<file path="src/rtl/spwm_pkg.sv">
// Shared widths and the channel settings record for the triggered PWM.
// Assumes at most eight channels, since control bits are grouped in 8-bit lanes.
package spwm_pkg;
    localparam int DATA_W       = 32;
    localparam int CNT_W        = 24;
    localparam int PRE_W        = 3;
    localparam int LANE_W       = 8;
    localparam int FIELD_STRIDE = 4;

    // One complete set of waveform settings (staged or active).
    typedef struct packed {
        logic [PRE_W-1:0] pre;
        logic [CNT_W-1:0] period;
        logic [CNT_W-1:0] high;
        logic             normal;   // 1: pin follows active state, 0: inverted
    } spwm_cfg_t;
endpackage

</file>
<file path="src/rtl/spwm_regfile.sv">
// Register file for the triggered PWM: control word, prescale word and per-channel
// period/high-time words. Holds staged values only; reads return what was written,
// masked to implemented bits. Unmapped offsets read zero and ignore writes.
// Assumes NUM_CH <= 8 and byte offsets on addr_i.
module spwm_regfile
    import spwm_pkg::*;
#(
    parameter int NUM_CH = 6,
    parameter int ADDR_W = 8
) (
    input  logic                         clk,
    input  logic                         rst_n,
    input  logic [ADDR_W-1:0]            addr_i,
    input  logic [DATA_W-1:0]            wdata_i,
    input  logic                         wr_en_i,
    input  logic                         rd_en_i,
    output logic [DATA_W-1:0]            rdata_o,
    output logic [NUM_CH-1:0]            trig_o,
    output logic [NUM_CH-1:0]            smooth_o,
    output logic [NUM_CH-1:0]            otype_o,
    output spwm_cfg_t [NUM_CH-1:0]       stage_o
);
    localparam int OFS_CTRL  = 0;
    localparam int OFS_PRE   = 4;
    localparam int OFS_CH0   = 8;
    localparam int CH_STRIDE = 8;
    localparam int HI_SKEW   = 4;
    localparam int LANE_TRIG = 0;
    localparam int LANE_POL  = 1;
    localparam int LANE_TYPE = 2;
    localparam int LANE_SMO  = 3;

    function automatic logic [DATA_W-1:0] ctrl_mask_f();
        logic [DATA_W-1:0] m;
        m = '0;
        for (int lane = 0; lane < 4; lane++)
            for (int c = 0; c < NUM_CH; c++)
                m[lane*LANE_W + c] = 1'b1;
        return m;
    endfunction

    localparam logic [DATA_W-1:0] CTRL_MASK = ctrl_mask_f();

    logic [DATA_W-1:0] ctrl_q;
    logic [PRE_W-1:0]  pre_q [NUM_CH];
    logic [CNT_W-1:0]  per_q [NUM_CH];
    logic [CNT_W-1:0]  hi_q  [NUM_CH];
    logic              hit_ctrl, hit_pre, any_hit;
    logic [NUM_CH-1:0] hit_per, hit_hi;
    logic [DATA_W-1:0] rd_val;

    assign hit_ctrl = (addr_i == ADDR_W'(OFS_CTRL));
    assign hit_pre  = (addr_i == ADDR_W'(OFS_PRE));
    assign any_hit  = hit_ctrl | hit_pre | (|hit_per) | (|hit_hi);

    // Control word storage, unimplemented bits forced to zero.
    always_ff @(posedge clk) begin
        if (!rst_n)                    ctrl_q <= '0;
        else if (wr_en_i && hit_ctrl)  ctrl_q <= wdata_i & CTRL_MASK;
    end

    for (genvar c = 0; c < NUM_CH; c++) begin : g_ch
        assign hit_per[c] = (addr_i == ADDR_W'(OFS_CH0 + CH_STRIDE*c));
        assign hit_hi[c]  = (addr_i == ADDR_W'(OFS_CH0 + CH_STRIDE*c + HI_SKEW));

        // Per-channel staged prescale, period and high time.
        always_ff @(posedge clk) begin
            if (!rst_n) begin
                pre_q[c] <= '0;
                per_q[c] <= '0;
                hi_q[c]  <= '0;
            end else if (wr_en_i) begin
                if (hit_pre)    pre_q[c] <= wdata_i[FIELD_STRIDE*c +: PRE_W];
                if (hit_per[c]) per_q[c] <= wdata_i[CNT_W-1:0];
                if (hit_hi[c])  hi_q[c]  <= wdata_i[CNT_W-1:0];
            end
        end

        assign trig_o[c]   = ctrl_q[LANE_TRIG*LANE_W + c];
        assign smooth_o[c] = ctrl_q[LANE_SMO*LANE_W + c];
        assign otype_o[c]  = ctrl_q[LANE_TYPE*LANE_W + c];
        assign stage_o[c]  = '{pre: pre_q[c], period: per_q[c], high: hi_q[c],
                               normal: ctrl_q[LANE_POL*LANE_W + c]};
    end

    // Read multiplexer over all mapped words.
    always_comb begin
        rd_val = '0;
        if (hit_ctrl) rd_val = ctrl_q;
        if (hit_pre)
            for (int c = 0; c < NUM_CH; c++)
                rd_val[FIELD_STRIDE*c +: PRE_W] = pre_q[c];
        for (int c = 0; c < NUM_CH; c++) begin
            if (hit_per[c]) rd_val = {{(DATA_W-CNT_W){1'b0}}, per_q[c]};
            if (hit_hi[c])  rd_val = {{(DATA_W-CNT_W){1'b0}}, hi_q[c]};
        end
    end

    // Registered read data.
    always_ff @(posedge clk) begin
        if (!rst_n)        rdata_o <= '0;
        else if (rd_en_i)  rdata_o <= rd_val;
    end

    // a read of an unmapped offset returns zero on the next cycle
    p_unmapped_read_zero_r3: assert property (@(posedge clk) disable iff (!rst_n)
        (rd_en_i && !any_hit) |=> (rdata_o == '0));
endmodule

</file>
<file path="src/rtl/spwm_shadow.sv">
// Trigger edge detection and staged-to-active transfer for one channel.
// A 0->1 change of the trigger bit (against its previous-cycle value) captures the
// staged set as pending. Smooth mode applies it at the next wrap reported by the
// waveform generator; immediate mode applies it LATENCY cycles after detection.
// A newer trigger edge replaces a pending set. Assumes LATENCY >= 1.
module spwm_shadow
    import spwm_pkg::*;
#(
    parameter int LATENCY = 4
) (
    input  logic      clk,
    input  logic      rst_n,
    input  logic      trig_i,
    input  logic      smooth_i,
    input  spwm_cfg_t stage_i,
    input  logic      wrap_i,
    output spwm_cfg_t active_o,
    output logic      restart_o
);
    localparam int LAT_W = $clog2(LATENCY + 1);

    logic             trig_q, pend_q, pend_smooth_q, rise, apply;
    logic [LAT_W-1:0] lat_q;
    spwm_cfg_t        pend_cfg_q, act_q;

    assign rise      = trig_i & ~trig_q;
    assign apply     = pend_q && !rise && (pend_smooth_q ? wrap_i : (lat_q == LAT_W'(1)));
    assign active_o  = act_q;
    assign restart_o = apply;

    // Edge capture, pending set, latency countdown and active load.
    always_ff @(posedge clk) begin
        if (!rst_n) begin
            trig_q        <= 1'b0;
            pend_q        <= 1'b0;
            pend_smooth_q <= 1'b0;
            lat_q         <= '0;
            pend_cfg_q    <= '0;
            act_q         <= '0;
        end else begin
            trig_q <= trig_i;
            if (rise) begin
                pend_q        <= 1'b1;
                pend_smooth_q <= smooth_i;
                pend_cfg_q    <= stage_i;
                lat_q         <= LAT_W'(LATENCY);
            end else if (apply) begin
                pend_q <= 1'b0;
                act_q  <= pend_cfg_q;
            end else if (pend_q && !pend_smooth_q) begin
                lat_q <= lat_q - LAT_W'(1);
            end
        end
    end

    // with nothing pending and no edge, the active set holds
    p_active_hold_r4: assert property (@(posedge clk) disable iff (!rst_n)
        (!pend_q && !rise) |=> $stable(act_q));
    // a smooth update never lands off a period boundary
    p_smooth_on_wrap_r6: assert property (@(posedge clk) disable iff (!rst_n)
        (pend_q && pend_smooth_q && !wrap_i) |=> $stable(act_q));
    // an immediate update does not land before its latency runs out
    p_latency_wait_r5: assert property (@(posedge clk) disable iff (!rst_n)
        (pend_q && !pend_smooth_q && lat_q != LAT_W'(1)) |=> $stable(act_q));
    // countdown stays within its range while pending
    p_latency_range_r5: assert property (@(posedge clk) disable iff (!rst_n)
        (pend_q && !pend_smooth_q) |-> (lat_q != '0 && lat_q <= LAT_W'(LATENCY)));
endmodule

</file>
<file path="src/rtl/spwm_wave.sv">
// Waveform generator for one channel: prescaler, period counter and pin/enable
// drive. Reports each period wrap. A restart pulse clears both counters.
// Assumes the active settings only change together with a restart pulse.
module spwm_wave
    import spwm_pkg::*;
(
    input  logic      clk,
    input  logic      rst_n,
    input  spwm_cfg_t cfg_i,
    input  logic      restart_i,
    input  logic      hold_i,
    input  logic      otype_i,
    output logic      wrap_o,
    output logic      pin_o,
    output logic      oe_o
);
    logic [PRE_W-1:0] pre_cnt;
    logic [CNT_W-1:0] cnt;
    logic             tick, short_per, active, level;

    assign tick      = (pre_cnt >= cfg_i.pre);
    assign short_per = (cfg_i.period < CNT_W'(2));
    assign wrap_o    = tick && (short_per || (cnt >= cfg_i.period - CNT_W'(1)));
    assign active    = !short_per && (cnt < cfg_i.high);
    assign level     = cfg_i.normal ? active : !active;
    assign pin_o     = hold_i | level;
    assign oe_o      = otype_i | !pin_o;

    // Prescaler and period counter with wrap and restart.
    always_ff @(posedge clk) begin
        if (!rst_n || restart_i) begin
            pre_cnt <= '0;
            cnt     <= '0;
        end else begin
            pre_cnt <= tick ? '0 : pre_cnt + PRE_W'(1);
            if (wrap_o)    cnt <= '0;
            else if (tick) cnt <= cnt + CNT_W'(1);
        end
    end

    // the period counter stays inside the programmed period
    p_count_in_period_r8: assert property (@(posedge clk) disable iff (!rst_n)
        !short_per |-> (cnt < cfg_i.period));
    // the prescaler never passes its programmed divide value
    p_prescale_bound_r8: assert property (@(posedge clk) disable iff (!rst_n)
        (pre_cnt <= cfg_i.pre));
endmodule

</file>
<file path="src/rtl/shadow_pwm.sv">
// Top of the multichannel PWM with triggered staged updates. One register file
// feeds NUM_CH channels, each made of a shadow/transfer stage and a waveform
// generator. Pins are held high while a channel's trigger and smooth bits are 0.
// Assumes 1 <= NUM_CH <= 8 and ADDR_W large enough for offset 0x0C+8*(NUM_CH-1).
module shadow_pwm
    import spwm_pkg::*;
#(
    parameter int NUM_CH  = 6,
    parameter int ADDR_W  = 8,
    parameter int LATENCY = 4
) (
    input  logic              clk,
    input  logic              rst_n,
    input  logic [ADDR_W-1:0] addr_i,
    input  logic [31:0]       wdata_i,
    input  logic              wr_en_i,
    input  logic              rd_en_i,
    output logic [31:0]       rdata_o,
    output logic [NUM_CH-1:0] pin_o,
    output logic [NUM_CH-1:0] oe_o
);
    logic [NUM_CH-1:0]     trig, smooth, otype;
    spwm_cfg_t [NUM_CH-1:0] stage;

    spwm_regfile #(.NUM_CH(NUM_CH), .ADDR_W(ADDR_W)) u_regs (
        .clk      (clk),
        .rst_n    (rst_n),
        .addr_i   (addr_i),
        .wdata_i  (wdata_i),
        .wr_en_i  (wr_en_i),
        .rd_en_i  (rd_en_i),
        .rdata_o  (rdata_o),
        .trig_o   (trig),
        .smooth_o (smooth),
        .otype_o  (otype),
        .stage_o  (stage)
    );

    for (genvar c = 0; c < NUM_CH; c++) begin : g_chan
        spwm_cfg_t act;
        logic      restart, wrap, hold;

        assign hold = !trig[c] && !smooth[c];

        spwm_shadow #(.LATENCY(LATENCY)) u_shadow (
            .clk       (clk),
            .rst_n     (rst_n),
            .trig_i    (trig[c]),
            .smooth_i  (smooth[c]),
            .stage_i   (stage[c]),
            .wrap_i    (wrap),
            .active_o  (act),
            .restart_o (restart)
        );

        spwm_wave u_wave (
            .clk       (clk),
            .rst_n     (rst_n),
            .cfg_i     (act),
            .restart_i (restart),
            .hold_i    (hold),
            .otype_i   (otype[c]),
            .wrap_o    (wrap),
            .pin_o     (pin_o[c]),
            .oe_o      (oe_o[c])
        );

        // an open-drain channel never drives a high level
        p_od_no_drive_high_r10: assert property (@(posedge clk) disable iff (!rst_n)
            !otype[c] |-> !(oe_o[c] && pin_o[c]));
    end
endmodule

</file>
<file path="config.mk">
export PLATFORM = sky130hd
export DESIGN_NAME = shadow_pwm
export DESIGN_NICKNAME = d
export VERILOG_FILES = /design/src/rtl/spwm_pkg.sv /design/src/rtl/spwm_regfile.sv /design/src/rtl/spwm_shadow.sv /design/src/rtl/spwm_wave.sv /design/src/rtl/shadow_pwm.sv
export SDC_FILE = /design/constraint.sdc
export NUM_CORES = 2
export LEC_CHECK = 0
export ABC_AREA = 1
export BUFFER_PORTS_ARGS = -buffer_cell sky130_fd_sc_hd__buf_4
export CORE_ASPECT_RATIO = 0.5
export CORE_MARGIN = 5
export CORE_UTILIZATION = 45
export DETAILED_ROUTE_END_ITERATION = 12
export GPL_TIMING_DRIVEN = 1
export SETUP_SLACK_MARGIN = 0.05
export SYNTH_ARGS = -nofsm -noshare
export SYNTH_HDL_FRONTEND = slang
export SYNTH_SLANG_ARGS = --single-unit
</file>
<file path="constraint.sdc">
create_clock -name clk -period 5.66 [get_ports clk]
set_input_delay 0.566 -clock clk [delete_from_list [all_inputs] [get_ports clk]]
set_output_delay 0.566 -clock clk [all_outputs]
set_load 0.005 [all_outputs]
</file>
Word level (Yosys, flattened, before mapping). Memories as Yosys holds them, arrays and structs flattened. Index checks and enable logic that the tools add are counted.

Add/sub/neg operators: 24. Order comparisons: 24. Eq/ne operators: 25. Muxes and demuxes: 132. Bitwise operators: 55. Reduce and logical (&&, ||, !) cells: 141.

Operators with widths (count): 30-bit two-way mux (13); 24-bit two-way mux (12); 24-bit by 1-bit adder with 24-bit output, second input constant (6); 24-bit >= comparator (6); 24-bit by 2-bit less-than comparator with 1-bit output, second input constant (6); 24-bit less-than comparator (6); 24-bit by 1-bit subtractor with 24-bit output, second input constant (6); 3-bit two-way mux (30); 1-bit two-way mux (77); 8-bit by 6-bit == test with 1-bit output, second input constant (6); 1-bit zero test (43); 1-bit logical AND (37); 2-bit AND reduction (18); 2-bit OR reduction (18); 8-bit by 5-bit == test with 1-bit output, second input constant (4); 1-bit OR (30); 2-bit nonzero test (12); 1-bit NOT (19); 3-bit by 1-bit adder with 3-bit output, second input constant (6); 3-bit by 1-bit == test with 1-bit output, second input constant (6); 3-bit >= comparator (6); 3-bit by 1-bit subtractor with 3-bit output, second input constant (6); 8-bit by 4-bit == test with 1-bit output, second input constant (2); 1-bit logical OR (12); other kinds (4) (14).

Bits in registers: 878. RAM bits: 306. Bits of input ports: 44. Output and inout port bits: 44. Logic and storage cells: 496. Memories: 3.

Memories: u_regs.hi_q (depth 6, width 24, read ports 6, clocked after memory_dff 0, wr ports 6, RTL line spwm_regfile.sv:47) `logic [CNT_W-1:0] hi_q [NUM_CH];`; u_regs.per_q (depth 6, width 24, read ports 6, clocked after memory_dff 0, wr ports 6, RTL line spwm_regfile.sv:46) `logic [CNT_W-1:0] per_q [NUM_CH];`; u_regs.pre_q (depth 6, width 3, read ports 6, clocked after memory_dff 0, wr ports 6, RTL line spwm_regfile.sv:45) `logic [PRE_W-1:0] pre_q [NUM_CH];`.

Depth between registers and ports, before layout.
Depth after elaboration: 15. Mapped depth: 27. Mapped depth without buffers: 26.

By module. From an unflattened synthesis, not the netlist that was laid out.

Cells, all modules: 7596. Area, all modules: 59230.6 um2.

By module, submodules not included: spwm_shadow (times used 6, cells each 498, area an instance 3967.6 um2, sequential area each 2202.1 um2); spwm_regfile (times used 1, cells each 1582, area an instance 15534.9 um2, sequential area each 10269.8 um2); spwm_wave at g_chan[0].u_wave ... (times used 4, cells each 507, area an instance 3338.2 um2, sequential area each 540.5 um2); spwm_wave at g_chan[2].u_wave (times used 1, cells each 506, area an instance 3338.2 um2, sequential area each 540.5 um2); spwm_wave at g_chan[5].u_wave (times used 1, cells each 486, area an instance 3176.8 um2, sequential area each 540.5 um2); shadow_pwm (times used 1, cells each 6, area an instance 22.5 um2, sequential area each 0.0 um2).

Least setup slack after synthesis. OpenSTA, ideal clock, no wires.

Path type: input port to flip-flop. Start: input port addr_i[0]. End: memory u_regs.hi_q[5][0] (netlist: u_regs.hi_q[2][24]), enable pin. Setup time: 0.438 ns. Data arrival time: 3.219 ns. Required time: 5.222 ns. Path slack: 2.002 ns. Stages on the path: 8. Path buffers: 1. Path through: inv_1 -> nand2_1 -> nor2_4 -> inv_2 -> nor2_2 -> inv_1 -> clkbuf_1 -> o21ai_0.

RTL lines: from (decl) (RTL line shadow_pwm.sv:14) `input logic [ADDR_W-1:0] addr_i,`; to (decl) (RTL line spwm_regfile.sv:47).

Worst setup path in the final report.
Start: register g_chan[4].u_shadow.act_q (netlist bit g_chan[4].u_shadow.active_o[25]). End: register g_chan[4].u_wave.cnt[4].

Word-level cells in the longest chain between the ends: 8. Elaborated cells on any way between the ends: 9. Those cells by class: 1 x add/sub; 2 x order compare; 1 x mux; 5 x reduce/logical.

Ends and longest elaborated chain: from (decl) (RTL line spwm_shadow.sv:24) `spwm_cfg_t pend_cfg_q, act_q;`; from (signal assigned) (RTL line spwm_shadow.sv:49) `act_q <= pend_cfg_q;`; 24-bit by 1-bit subtractor with 24-bit output (RTL line spwm_wave.sv:23) `assign wrap_o = tick && (short_per || (cnt >= cfg_i.period - CNT_W'(1)));`; 24-bit >= comparator (RTL line spwm_wave.sv:23); 1-bit logical OR (*) (RTL line spwm_wave.sv:23); 1-bit logical AND (*) (RTL line spwm_wave.sv:23); 1-bit two-way mux (RTL line spwm_shadow.sv:27) `assign apply = pend_q && !rise && (pend_smooth_q ? wrap_i : (lat_q == LAT_W'(1)));`; 1-bit logical AND (RTL line spwm_shadow.sv:27); 1-bit logical OR (RTL line spwm_wave.sv:31) `if (!rst_n || restart_i) begin`; 2-bit OR reduction (no source line) (*); to (signal assigned) (RTL line spwm_wave.sv:37) `else if (tick) cnt <= cnt + CNT_W'(1);`; to (decl) (RTL line spwm_wave.sv:18) `logic [CNT_W-1:0] cnt;`.

Mark *: on every way between the ends. The rest lies on a longest branch, timed or not. A chain may end at the register's enable or synchronous reset.

==> results.sh <==
export IMPL_timing_final_crit_share_pct=80.90
export IMPL_worst_slew_margin_rel_pct=22.27
export IMPL_yosysUniqueCellTypes=52
export IMPL_postSynth_asyncResetShare_pct=0
export IMPL_avgRoutedWirePerCell_um=19.46
export IMPL_finalCriticalPeriod_ns=4.579
export IMPL_totalPowerFinal_uw=17140
export IMPL_clk_insertion_delay_late_ns=0.74
export IMPL_critical_path_required_ns=6.29
export IMPL_cts_root_buffer_cell="sky130_fd_sc_hd__clkbuf_16"
export IMPL_transition_time_at_the_pin_with_the_least_slew_margin_ns=1.163
export IMPL_finalMaxSlewViolations=0
export IMPL_synth_yosys_warnings=0
export IMPL_avgSynthCellArea_um2=8.085
export IMPL_clk_pin_slew_ns=0.07
export IMPL_first_global_vias=41460
export IMPL_timing_critical_path_mode_cell="sky130_fd_sc_hd__nand2_1"
export IMPL_yosysSeqAreaShare_pct=47.08
export IMPL_number_of_antenna_violations_at_the_first_check_in_global_routing=3
export IMPL_cp_top_family="simple AND/OR/NAND/NOR gates"
export IMPL_area_delta_synth_final_pct=9.462
export IMPL_via_count=46530
export IMPL_clock_tree_htree_level_count=3
export IMPL_setup_worst_path_class="flop to flop"
export IMPL_globalplace_congestion=0.9172
export IMPL_setup_tns_final_ns=0
export IMPL_grt_setup_unrepaired="no"
export IMPL_power_net_switching_uw=3933
export IMPL_layout_setup_ws_ns=1.081
export IMPL_core_region_area_um2=125600
export IMPL_ios=88
export IMPL_top_fanout_value_on_the_critical_path=24
export IMPL_clockPowerShare_pct=45.7
export IMPL_start_util_pct=45.20
export IMPL_numPortBuffers=83
export IMPL_postCtsSetupBuffers=0
export IMPL_synthesis_instances=7021
export IMPL_cts_tree="built"
export IMPL_floorplan_die_area_um2=133800
export IMPL_power_share_combinational_pct=2.5
export IMPL_maxCapViolations=0
export IMPL_mostFrequentLayoutCells="1248 x sky130_fd_sc_hd__nor2_1, 876 x sky130_fd_sc_hd__dfxtp_1, 826 x sky130_fd_sc_hd__nand2_1, 657 x sky130_fd_sc_hd__inv_1, 559 x sky130_fd_sc_hd__nand3_1"
export IMPL_drt_first_pass_iters=6
export IMPL_drive_gt1_share_pct=6.817
export IMPL_y_dimension_of_the_die_um=261.2
export IMPL_pre_cts_ws_ns=1.044
export IMPL_synth_edf_count=306
export IMPL_rrSetupSlack_ns=1.08
export IMPL_clock_skew_ns=0.02369
export IMPL_die_width_um=512.3
export IMPL_run_status="completed"
export IMPL_power_density_normalized_to_cell_area_nw_per_um2=275.8
export IMPL_drt_initial_drc_count=5226
export IMPL_area_of_the_multi_input_gates_um2=25850
export IMPL_cp_start_kind="flop"
export IMPL_final_nets=7275
export IMPL_grt_start_max_net_pins=142
export IMPL_drtAntennaViolNets=0
export IMPL_critical_path_max_stage_delay_ns=0.74
export IMPL_cts_num_sinks=1182
export IMPL_worstPathBufferInverterCount=4
export IMPL_critical_path_arrival_ns=5.21
export IMPL_timing_final_setup_violations=0
export IMPL_cts_hold_repair_buffers=0
export IMPL_clk_path_buf_depth=3
export IMPL_fp_row_count=92
export IMPL_p_sw_share_pct=22.95
export IMPL_drc_errors=0
export IMPL_global_route_usage_total_pct=24.39
export IMPL_grt_first_pass_wirelength_um=254900
export IMPL_hold_violations=0
export IMPL_synth_seq_cells=1182
export IMPL_power_frac_seq_pct=51.9
export IMPL_mostFrequentLayoutCell="sky130_fd_sc_hd__nor2_1"
export IMPL_ir_drop_uv=242.2
export IMPL_end_kind="flop"
export IMPL_p_leak_uw=0.02597
export IMPL_internal_power_uw=13200
export IMPL_timing_hold_worst_class="primary input to flop"
export IMPL_cts_inserted_buffers=108
export IMPL_crit_chain="inv_1, ha_1, nand2_1, nor2_1, nand2_1, nor3_2, inv_1, nor3_1, nand4_1, o21ai_0, o21ai_1, inv_1, ha_1, nand2_1, nor2_1, nand2_1, inv_1, a21oi_1, nand4_1, nand2_1, nand2_1, nand3_2, nand3_1, nor3_1"
export IMPL_postRouteWirelength_um=169100
export IMPL_fill_cells=12210
export IMPL_synthesis_area_um2=56770
export IMPL_grt_overflow=0
export IMPL_register_cell_area_after_layout_um2=26730
export IMPL_cts_repair_resize_count=0
export IMPL_cpMaxStageDelayCell="sky130_fd_sc_hd__nand3_1"
export IMPL_dominantRegCellSynth="sky130_fd_sc_hd__dfxtp_1"
export IMPL_post_dp_hpwl_um=120300
export IMPL_avgViaCountPerCell=5.353
export IMPL_clock_fmax_ghz=0.2184
[path summary, 6_finish.rpt]
path,cells after the start,end,start
worst max-delay path,24,g_chan[4].u_wave.cnt[4],g_chan[4].u_shadow.active_o[25]
worst min-delay path,3,u_regs.ctrl_q[26],wdata_i[26]
worst max register to register,24,g_chan[4].u_wave.cnt[4],g_chan[4].u_shadow.active_o[25]
worst min register to register,1,g_chan[3].u_wave.pre_cnt[0],g_chan[3].u_wave.pre_cnt[0]
[cell families after synthesis]
group                      Yosys count  share of synthesized area (%)
xor gates and xnor gates           254                          3.919
muxes                                6                         0.1058
adders and majority gates          330                          7.273
other                                1                       0.006606
buffers and inverters             1053                          7.597
AOI/OAI and AO/OA                 1108                          10.17
and+or+nand+nor                   3087                          23.85
DFF                               1182                          47.08
[routing by layer]
| metal | global-route usage, % | wire length [um] | up-vias |
|---|---|---|---|
| met4 | 5.953 | 3762 | 2 |
| li1 | - | - | 23080 |
| met2 | 33.78 | 67740 | 1535 |
| met3 | 5.066 | 14560 | 199 |
| met5 | 0 | 7 | - |
| met1 | 38.21 | 83070 | 21710 |
[synthesized netlist by cell type (all sizes together), types with 45 or more instances]
master	count	area, um2
o22ai	45	281.5
ha	330	4129
clkbuf	242	908.4
a21oi	415	2077
inv	672	2522
nor3	88	481.7
edfxtp	306	9189
nand2	844	3233
xor2	183	1603
buf	138	878.3
dfxtp	876	17540
nand4	218	1401
o21ai	582	2913
nand3	574	2963
nor2	1302	5035
xnor2	71	621.9
[area by class of cell]
type,instances,area share [%]
Inverter,673,4.077
Timing Repair Buffer,149,1.873
Clock buffer,133,4.728
Multi-Input combinational cell,4787,41.60
Sequential cell,1182,43.01
Clock inverter,73,1.291
Antenna cell,3,0.01208
Tap cell,1692,3.407
[state kept, by name (all words and copies together) (netlist names)]
name	flops
g_chan.u_shadow.trig_q	6
g_chan.u_shadow.lat_q	18
g_chan.u_wave.cnt	144
u_regs.ctrl_q	24
u_regs.rdata_o	30
u_regs.per_q	144
g_chan.u_wave.pre_cnt	18
g_chan.u_shadow.active_o	312
g_chan.u_shadow.pend_q	6
u_regs.pre_q	18
g_chan.u_shadow.pend_smooth_q	6
g_chan.u_shadow.pend_cfg_q	312
u_regs.hi_q	144
[stage by stage]
step / instance area (um2) / util, % / instances / hold WS, ns
6_report: 62140 / 49.48 / 8692 / 0.07747
3_5_place_dp: 58390 / 46.50 / 8483 / 0.4361
2_1_floorplan: 56770 / - / 7022 / 0.4173
4_1_cts: 62130 / 49.47 / 8689 / 0.04433
3_3_place_gp: 58390 / 46.50 / 8483 / 0.4336
5_1_grt: 62140 / 49.48 / 8691 / 0.08103
[power by group through the flow]
stage / Combinational, uW / Sequential [uW] / Clock (uW)
global route: 439 / 8890 / 8300
floorplan: 227 / 9010 / 0
detailed placement: 409 / 9070 / 0
global placement: 408 / 9070 / 0
CTS: 410 / 8880 / 7940
finish: 421 / 8890 / 7830
[worst register-to-register path: cells and delay by family (launching register included)]
| family | cells | cell delay, ns |
|---|---|---|
| simple gates | 15 | 2.99 |
| flops | 1 | 0.30 |
| buf+inv | 4 | 0.36 |
| compound gates | 3 | 0.41 |
| fa+ha+maj | 2 | 0.43 |
(Power assumes the default switching activity.)
